$ cat src/rtl/intra_md_pkg.sv
// Package: shared types for the intra mode decider.
// Assumes: the category codes match the cost_cat encoding at the top ports.
package intra_md_pkg;

    typedef enum logic [1:0] {
        CAT_L4  = 2'd0,
        CAT_L16 = 2'd1,
        CAT_CHR = 2'd2,
        CAT_NONE = 2'd3
    } cat_e;

    typedef enum logic [2:0] {
        ST_IDLE = 3'd0,
        ST_P8   = 3'd1,
        ST_P16  = 3'd2,
        ST_P24  = 3'd3,
        ST_SUM  = 3'd4,
        ST_DIFF = 3'd5
    } seq_e;

endpackage

$ cat src/rtl/md_cat_min.sv
// Module: md_cat_min
// Keeps the lowest cost and its mode for one category of candidates.
// On equal costs the lower mode number is kept, so arrival order does not matter.
// Assumes: clr and upd are never high together in a useful way (clr wins).
module md_cat_min #(
    parameter int COST_W    = 18,
    parameter int MODE_W    = 4,
    parameter int NUM_MODES = 9
) (
    input  logic              clk,
    input  logic              rst_n,
    input  logic              clr,
    input  logic              upd,
    input  logic [MODE_W-1:0] mode_i,
    input  logic [COST_W-1:0] cost_i,
    output logic [COST_W-1:0] best_cost,
    output logic [MODE_W-1:0] best_mode
);
    localparam logic [MODE_W-1:0] MODE_LIM = MODE_W'(NUM_MODES);

    logic in_range;
    logic better;
    logic take;

    // Decide whether the offered candidate replaces the held one.
    always_comb begin
        in_range = (mode_i < MODE_LIM);
        better   = (cost_i < best_cost) ||
                   ((cost_i == best_cost) && (mode_i < best_mode));
        take     = upd && in_range && better;
    end

    // Hold the running minimum; restart at the largest cost on reset or clear.
    always_ff @(posedge clk) begin
        if (!rst_n || clr) begin
            best_cost <= '1;
            best_mode <= '0;
        end else if (take) begin
            best_cost <= cost_i;
            best_mode <= mode_i;
        end
    end

    a_r4_mode_in_range: assert property (@(posedge clk) disable iff (!rst_n)
        best_mode < MODE_LIM);

    a_r1_min_never_rises: assert property (@(posedge clk) disable iff (!rst_n)
        !clr |=> best_cost <= $past(best_cost));

endmodule

$ cat src/rtl/md_penalty_seq.sv
// Module: md_penalty_seq
// Builds 24*x in one accumulator over three cycles, using a single shared
// add/subtract unit. It then adds the best 4x4 cost and subtracts the sum
// from the best 16x16 cost. The borrow of that subtraction selects 16x16.
// Assumes: best4_i and best16_i stay stable while busy is high.
module md_penalty_seq
    import intra_md_pkg::*;
#(
    parameter int COST_W = 18,
    parameter int PEN_W  = 8
) (
    input  logic              clk,
    input  logic              rst_n,
    input  logic              go,
    input  logic [PEN_W-1:0]  pen_i,
    input  logic [COST_W-1:0] best4_i,
    input  logic [COST_W-1:0] best16_i,
    output logic              busy,
    output logic              decide,
    output logic              pick16
);
    localparam int ACC_W = COST_W + 1;
    localparam int SHIFT = 3;

    seq_e             state;
    logic [PEN_W-1:0] x_q;
    logic [ACC_W-1:0] acc;
    logic [ACC_W-1:0] x8;
    logic [ACC_W-1:0] op_a;
    logic [ACC_W-1:0] op_b;
    logic             op_sub;
    logic [ACC_W:0]   res;
    logic [ACC_W-1:0] acc_next;

    // Route the operands of the shared add/subtract unit for each step.
    always_comb begin
        x8     = ACC_W'(x_q) << SHIFT;
        op_a   = '0;
        op_b   = '0;
        op_sub = 1'b0;
        unique case (state)
            ST_P8:           op_b = x8;
            ST_P16, ST_P24:  begin op_a = acc; op_b = x8; end
            ST_SUM:          begin op_a = acc; op_b = ACC_W'(best4_i); end
            ST_DIFF:         begin op_a = ACC_W'(best16_i); op_b = acc; op_sub = 1'b1; end
            default:         ;
        endcase
    end

    // The single add/subtract unit, with the accumulator saturating on carry.
    always_comb begin
        res      = op_sub ? ({1'b0, op_a} - {1'b0, op_b})
                          : ({1'b0, op_a} + {1'b0, op_b});
        acc_next = res[ACC_W] ? '1 : res[ACC_W-1:0];
    end

    // Status and decision outputs; a borrow on the last step means 16x16 is cheaper.
    always_comb begin
        busy   = (state != ST_IDLE);
        decide = (state == ST_DIFF);
        pick16 = decide && res[ACC_W];
    end

    // Step through the penalty, sum and difference states once per decision.
    always_ff @(posedge clk) begin
        if (!rst_n) begin
            state <= ST_IDLE;
            x_q   <= '0;
            acc   <= '0;
        end else begin
            unique case (state)
                ST_IDLE: if (go) begin
                    state <= ST_P8;
                    x_q   <= pen_i;
                end
                ST_P8:   begin acc <= acc_next; state <= ST_P16; end
                ST_P16:  begin acc <= acc_next; state <= ST_P24; end
                ST_P24:  begin acc <= acc_next; state <= ST_SUM; end
                ST_SUM:  begin acc <= acc_next; state <= ST_DIFF; end
                ST_DIFF: state <= ST_IDLE;
                default: state <= ST_IDLE;
            endcase
        end
    end

    a_r6_eight_x: assert property (@(posedge clk) disable iff (!rst_n)
        state == ST_P16 |-> acc == ACC_W'(x_q) * ACC_W'(8));

    a_r6_twentyfour_x: assert property (@(posedge clk) disable iff (!rst_n)
        state == ST_SUM |-> acc == ACC_W'(x_q) * ACC_W'(24));

    a_r8_pen_held: assert property (@(posedge clk) disable iff (!rst_n)
        busy |=> $stable(x_q));

    a_r7_sum_to_diff: assert property (@(posedge clk) disable iff (!rst_n)
        state == ST_SUM |=> decide);

endmodule

$ cat src/rtl/intra_mode_decider.sv
// Module: intra_mode_decider (top)
// Accepts tagged SATD costs and keeps the best mode for each of three
// categories. After the last cost it runs the penalty sequence, then
// registers the chosen modes and the luma partition flag and pulses
// decision_start. Costs offered while a decision is running are dropped.
// Assumes: one macroblock's costs end with exactly one cost_last.
module intra_mode_decider
    import intra_md_pkg::*;
#(
    parameter int COST_W    = 18,
    parameter int MODE_W    = 4,
    parameter int PEN_W     = 8,
    parameter int L4_MODES  = 9,
    parameter int L16_MODES = 4,
    parameter int CHR_MODES = 4
) (
    input  logic              clk,
    input  logic              rst_n,
    input  logic              cost_valid,
    input  logic [1:0]        cost_cat,
    input  logic [MODE_W-1:0] cost_mode,
    input  logic [COST_W-1:0] cost_val,
    input  logic              cost_last,
    input  logic [PEN_W-1:0]  penalty_x,
    output logic [MODE_W-1:0] mode_l4,
    output logic [MODE_W-1:0] mode_l16,
    output logic [MODE_W-1:0] mode_chroma,
    output logic              use_l16,
    output logic              decision_start
);
    localparam int NUM_CAT = 3;

    logic              busy;
    logic              decide;
    logic              pick16;
    logic              accept;
    logic              go;
    logic [NUM_CAT-1:0] upd;
    logic [COST_W-1:0] best_cost [NUM_CAT];
    logic [MODE_W-1:0] best_mode [NUM_CAT];

    // Accept a cost only while no decision is in flight.
    always_comb begin
        accept = cost_valid && !busy;
        go     = accept && cost_last;
    end

    // One running-minimum tracker per category; the mode count picks the range.
    for (genvar c = 0; c < NUM_CAT; c++) begin : g_cat
        localparam int NM = (c == int'(CAT_L4))  ? L4_MODES :
                            (c == int'(CAT_L16)) ? L16_MODES : CHR_MODES;

        assign upd[c] = accept && (cost_cat == 2'(c));

        md_cat_min #(
            .COST_W   (COST_W),
            .MODE_W   (MODE_W),
            .NUM_MODES(NM)
        ) i_min (
            .clk      (clk),
            .rst_n    (rst_n),
            .clr      (decide),
            .upd      (upd[c]),
            .mode_i   (cost_mode),
            .cost_i   (cost_val),
            .best_cost(best_cost[c]),
            .best_mode(best_mode[c])
        );

        a_r9_restart: assert property (@(posedge clk) disable iff (!rst_n)
            decide |=> (&best_cost[c]) && (best_mode[c] == '0));
    end

    md_penalty_seq #(
        .COST_W(COST_W),
        .PEN_W (PEN_W)
    ) i_seq (
        .clk     (clk),
        .rst_n   (rst_n),
        .go      (go),
        .pen_i   (penalty_x),
        .best4_i (best_cost[CAT_L4]),
        .best16_i(best_cost[CAT_L16]),
        .busy    (busy),
        .decide  (decide),
        .pick16  (pick16)
    );

    // Register the chosen modes and partition flag at the decision step.
    always_ff @(posedge clk) begin
        if (!rst_n) begin
            mode_l4        <= '0;
            mode_l16       <= '0;
            mode_chroma    <= '0;
            use_l16        <= 1'b0;
            decision_start <= 1'b0;
        end else begin
            decision_start <= decide;
            if (decide) begin
                mode_l4     <= best_mode[CAT_L4];
                mode_l16    <= best_mode[CAT_L16];
                mode_chroma <= best_mode[CAT_CHR];
                use_l16     <= pick16;
            end
        end
    end

    a_r7_start_one_cycle: assert property (@(posedge clk) disable iff (!rst_n)
        decision_start |=> !decision_start);

    a_r7_outputs_hold: assert property (@(posedge clk) disable iff (!rst_n)
        !decision_start |-> $stable({mode_l4, mode_l16, mode_chroma, use_l16}));

    a_r5_go_starts_busy: assert property (@(posedge clk) disable iff (!rst_n)
        go |=> busy && !decision_start);

endmodule

$ cat config.mk
export PLATFORM = sky130hd
export DESIGN_NAME = intra_mode_decider
export DESIGN_NICKNAME = d
export VERILOG_FILES = /design/src/rtl/intra_md_pkg.sv /design/src/rtl/md_cat_min.sv /design/src/rtl/md_penalty_seq.sv /design/src/rtl/intra_mode_decider.sv
export SDC_FILE = /design/constraint.sdc
export NUM_CORES = 1
export LEC_CHECK = 0
export ABC_AREA = 1
export ABC_CLOCK_PERIOD_IN_PS = 9800
export BUFFER_PORTS_ARGS = -buffer_cell sky130_fd_sc_hd__buf_2
export CORE_UTILIZATION = 63
export CTS_BUF_LIST = sky130_fd_sc_hd__clkbuf_16
export DETAILED_ROUTE_END_ITERATION = 12
export GPL_ROUTABILITY_DRIVEN = 1
export GPL_TIMING_DRIVEN = 0
export PLACE_DENSITY = 0.83
export SYNTH_ARGS = -nofsm -noshare
export SYNTH_HDL_FRONTEND = slang
export SYNTH_SLANG_ARGS = --single-unit
export TNS_END_PERCENT = 5
$ cat constraint.sdc
create_clock -name clk -period 9.8 [get_ports clk]
set_input_delay 0.98 -clock clk [delete_from_list [all_inputs] [get_ports clk]]
set_output_delay 0.98 -clock clk [all_outputs]
set_load 0.1 [all_outputs]
Word-level counts from Yosys, hierarchy flattened

Index checks and enable logic that the tools add are counted.

Register bits: 110
Bits of input ports: 36
Output and inout bits: 14
Word-level logic and storage cells: 70

$add $sub $neg: 2
$lt $le $gt $ge: 8
Equality and inequality tests: 11
Multiplexer cells: 7
Reduce and logical (&&, ||, !) cells: 28

Operator list:

| cell                                                        | number |
|---|---|
| one-hot mux 19 bit (3 select lines)                         | 1 |
| equality test 18 bit                                        | 3 |
| less-than comparator 18 bit                                 | 3 |
| one-hot mux 19 bit (2 select lines)                         | 1 |
| adder 19 x 19 -> 20 bit                                     | 1 |
| 2-to-1 mux 20 bit                                           | 1 |
| subtractor 19 x 19 -> 20 bit                                | 1 |
| 2-to-1 mux 19 bit                                           | 1 |
| logical AND 1 bit                                           | 15 |
| one-hot mux 3 bit (5 select lines)                          | 1 |
| less-than comparator 4 bit                                  | 3 |
| equality test 3 x 2 -> 1 bit (second input constant)        | 2 |
| equality test 3 bit (second input constant)                 | 2 |
| OR reduction 3 bit                                          | 2 |
| logical OR 1 bit                                            | 4 |
| less-than comparator 4 x 3 -> 1 bit (second input constant) | 1 |
| less-than comparator 4 bit (second input constant)          | 1 |
| OR reduction 4 bit                                          | 1 |
| equality test 3 x 1 -> 1 bit (second input constant)        | 1 |
| logical NOT 3 bit                                           | 1 |
| 2-to-1 mux 3 bit                                            | 1 |
| nonzero test 3 bit                                          | 1 |
| equality test 2 x 1 -> 1 bit (second input constant)        | 1 |
| equality test 2 bit (second input constant)                 | 1 |
| other kinds (5)                                             | 6 |

Longest topological paths before layout

Word-level depth: 6
Mapped depth: 31
Gate-level depth less buffers: 29

Hierarchy

Synthesis repeated with hierarchy kept, for this count alone.

Cells, all modules: 1252
Area total of the unflattened synthesis: 8316.7 um^2

By module, submodules not included:

| module                           | instances | cells each | area an instance (um^2) | seq. area each (um^2) |
|---|---|---|---|---|
| md_penalty_seq                   | 1         | 538        | 3313.2                  | 600.6 |
| md_cat_min at g_cat[1].i_min ... | 2         | 203        | 1451.4                  | 440.4 |
| md_cat_min at g_cat[0].i_min     | 1         | 211        | 1482.7                  | 440.4 |
| intra_mode_decider               | 1         | 97         | 618.1                   | 280.3 |

Worst setup path after synthesis

Ideal clock, no wire load.

Path kind: reg-to-reg
Start point: register i_seq.state[1]
End point: register i_seq.acc[10]
Library setup time: 0.112 ns
Data arrival time: 3.436 ns
Required time: 9.688 ns
Path slack: 6.252 ns
Stages on the path, launching flop included: 30
Path buffers: 1
Path through: dfxtp_1 -> inv_4 -> nand2_4 -> nor2_4 -> nand2_2 -> o21ai_2 -> inv_2 -> ha_1 -> inv_1 -> nor3_2 -> nand3_1 -> inv_2 -> nand2_1 -> nand2_1 -> nand2_1 -> o21ai_1 -> nand2_1 -> ha_1 -> nand2_1 -> nor2_1 -> inv_1 -> nor3_1 -> nand3_1 -> nand3_1 -> inv_1 -> nand2_4 -> nand2_4 -> buf_6 -> o21ai_2 -> inv_1

Word-level cells in the longest chain between the ends: 6

Ends and longest elaborated chain:

| item                                                                                       | line                                       | RTL |
|---|---|---|
| start: declaration                                                                         | md_penalty_seq.sv:25                       | `seq_e state;` |
| start signal: assignment                                                                   | md_penalty_seq.sv:67                       | `state <= ST_IDLE;` |
| start signal: assignment                                                                   | md_penalty_seq.sv:73                       | `state <= ST_P8;` |
| start signal: assignment                                                                   | md_penalty_seq.sv:76                       | `ST_P8: begin acc <= acc_next; state <= ST_P16; end` |
| equality test 3 x 1 -> 1 bit, or another cell as far along                                 | md_penalty_seq.sv:41, md_penalty_seq.sv:71 |  |
| OR reduction 3 bit (no source line)                                                        | n/a                                        |  |
| one-hot mux 19 bit (3 select lines) or one-hot mux 19 bit (2 select lines) (tied branches) | md_penalty_seq.sv:41                       | `unique case (state)` |
| adder 19 x 19 -> 20 bit or subtractor 19 x 19 -> 20 bit (tied branches)                    | md_penalty_seq.sv:53, md_penalty_seq.sv:52 |  |
| 2-to-1 mux 20 bit                                                                          | md_penalty_seq.sv:52                       | `res = op_sub ? ({1'b0, op_a} - {1'b0, op_b})` |
| 2-to-1 mux 19 bit                                                                          | md_penalty_seq.sv:54                       | `acc_next = res[ACC_W] ? '1 : res[ACC_W-1:0];` |
| end signal: assignment                                                                     | md_penalty_seq.sv:69                       | `acc <= '0;` |
| end signal: assignment                                                                     | md_penalty_seq.sv:76                       |  |
| end signal: assignment                                                                     | md_penalty_seq.sv:77                       | `ST_P16: begin acc <= acc_next; state <= ST_P24; end` |
| end: declaration                                                                           | md_penalty_seq.sv:27                       | `logic [ACC_W-1:0] acc;` |

Several ways; a longest one is shown, not always the timed one.
A chain may end at the register's enable or synchronous reset.

Worst setup path in the final report

Start point: register i_seq.state[1]
End point: register i_seq.acc[13]

The elaborated chain is that of the path after synthesis.

==> impl_results.md <==
- Status: complete, no violations
- Largest delay share family, worst path: simple AND/OR/NAND/NOR gates
- Post-synthesis sequential element count: 110
- Post-synthesis sequential area ratio: 27.7%
- WL final: 21700 um
- Startpoint Class: register
- Kind of critical path: reg2reg
- PortBufs: 49
- CTS Buf Count: 9
- Crit path buf inv count: 8
- DR vias: 7961
- HPWL Detailed: 16900 um
- Share of cells above drive strength 1: 12.1%
- Critical Path RT: 10060 ps
- Drt pass-1 iters: 5
- Synth async-reset ratio: 0%
- Via density: 5.73
- Die Height: 114 um
- Max Transition Viols Final: 0
- Yosys top cell by area: dfxtp_1
- Hold-critical path depth: 2
- H-tree Lvls: 3
- Design area: 8710 um^2
- Vias in the first global route: 7238
- Area delta synth->final: 9.52%
- Post-CTS Setup Bufs: 0
- Final Hold Fails: 0
- Clk_lat worst skew: 370 ps
- Pin count of the biggest net entering global routing: 22
- Ys flop type: dfxtp_1
- Core Region: 12200 um^2
- Largest stage delay on the critical path: 570 ps
- Syn. warnings: 0
- GR Util All Layers: 34.9%
- CTS tree: yes
- CP most frequent cell: nand2_1
- DRC viols: 0
- R2r worst-path depth: 29
- Root Buffer: clkbuf_16
- Synth unique cells: 45
- Crit path arrival time: 4940 ps
- Initial antenna violation count: 1
- Final Skew: 9.55 ps
- Leak: 4.75 nW
- Largest buffer count on any clock path: 2
- Worst Tran Pin Value: 997 ps
- R2r endpoint: i_seq.acc[13]
- Crit end category: register
- Final worst slack: 5130 ps
- DP Worst Slack: 5330 ps
- CP Max Fanout: 10
- Reg-to-reg critical path startpoint: i_seq.state[1]
- EDFF count, synth: 0
- VDD IR max: 0.194 mV
- Hold buffers post-CTS: 0
- Final Cycle Share: 47.7%
- GPL Wtd Cong: 0.949
- Min-delay src: g_cat[2].i_min.best_mode[2]
- Critical path's slowest cell: dfxtp_1
- Clock sinks: 110
- Post-synthesis area per instance: 6.88 um^2
- F_max: 214 MHz
- Min-Delay Path Class: reg2reg
- DRT iter0 DRCs: 823
- Rows: 40
- Die area: 13100 um^2
- Largest cells by area after synthesis: dfxtp_1, ha_1, nand2_1
- Top-count cell post-synth: nand2_1
- Die span in x: 114 um
- I/O pin count: 50
- Flop-to-flop setup slack: 5130 ps
- Congestion Overflow GR: 0
- TNS Setup: 0 ps
- ANT nets after route: 0
- RSZ-0062 raised after global routing: false
- Initial Utilization: 65.4%
- PwrDens: 265 nW/um^2
- Mapped cell area: 7950 um^2
- Hold Path Sink: g_cat[2].i_min.best_mode[2]
- First-pass GRT wire length: 35500 um
- Mapped Cells: 1156
- Rel. slew slack: 33.5%
- Synth top area share: 27.7%
- Max Cap Violations: 0
- Reg clk slew, reported paths: 80 ps
- Fin crit period: 4670 ps
- Final setup viols: 0
- Routed len/inst: 15.6 um
- Mapped Nets: 1276
- Synth top cells by count: nand2_1, inv_1, dfxtp_1
- Cells after DPL: 1373
- Area post-placement: 8410 um^2
- Crit path depth: 29
- Post-CTS sizing: 0
- Pwr Total: 0.00231 W
- Fin cells: 1389
- Nets: 1336
- Number of diodes: 0
==> metal layers <==
layer / vias to the layer above / track usage [%] / part of all wire [%]
li1: 3946 / - / -
met1: 3604 / 47.8 / 46
met2: 358 / 55.0 / 44
met3: 53 / 5.51 / 8.1
met4: 0 / 13.8 / 2.8
met5: - / 0 / 0
==> cells in the final DEF (no fill, tap or decap), drive strengths merged, types with 4 or more instances in the layout <==
cell	count
a21o	4
o211ai	20
a21oi	84
nor3b	4
o22ai	17
inv	173
nand3	117
clkbuf	28
dfxtp	110
ha	83
nor2	82
clkinv	5
xor2	13
nand4	23
nor4	4
xnor2	8
nand2	267
buf	69
nor3	18
nand3b	4
o21ai	71
==> area by class of cell <==
type                            instances  area [um^2]
Buffer                                 39          190
Tap cell                              168          210
Inverter                              173          652
Clock inverter                          7         76.3
Timing Repair Buffer                   49          245
Multi-Input combinational cell        834         4910
Fill cell                            1067         3450
Sequential cell                       110         2200
Clock buffer                            9          225
==> kinds of logic (layout without fill, tap and decap cells) <==
family,Yosys count,in the layout,synth area share [%]
xor gates and xnor gates,21,21,2.31
adders and majority gates,84,84,13.3
AOI/OAI and AO/OA,210,210,15.2
buffers and inverters,212,277,10.6
and+or+nand+nor,519,519,30.9
DFF,110,110,27.7
==> sequential cells by signal, indices dropped and copies added, names as in the netlist <==
register,cells
g_cat.i_min.best_mode,12
g_cat.i_min.best_cost,54
use_l16,1
decision_start,1
i_seq.state,3
mode_chroma,4
i_seq.acc,19
i_seq.x_q,8
mode_l4,4
mode_l16,4
==> worst max-delay path by stage <==
stage              startpoint            end  slack (ps)
4_1_cts        i_seq.state[1]  i_seq.acc[15]        5300
3_3_place_gp   i_seq.state[1]   i_seq.acc[6]        5390
6_report       i_seq.state[1]  i_seq.acc[13]        5130
5_1_grt        i_seq.state[1]  i_seq.acc[15]        4890
3_5_place_dp   i_seq.state[1]  i_seq.acc[15]        5330
2_1_floorplan  i_seq.state[1]  i_seq.acc[10]        6250
==> metrics by stage <==
stage | util (%) | hold WS (ps)
detailed placement | 69.1 | 434
finish | 71.6 | 449
global placement | 69.1 | 426
global route | 71.6 | 460
floorplan | - | 419
CTS | 71.6 | 447
==> power by group <==
group	internal [W]	switching, W	total [W]
clock network	0.000181	0.000193	0.000374
logic	0.000474	0.000927	0.00140
registers	0.000499	0.0000318	0.000531
total	0.00115	0.00115	0.00231
==> tightest hold or removal path: stages, from the launching register on <==
cell     delay [ps]
dfxtp_1         320
nand2_1          60
nor2_1           40
Power figures use the tool's default switching activity.
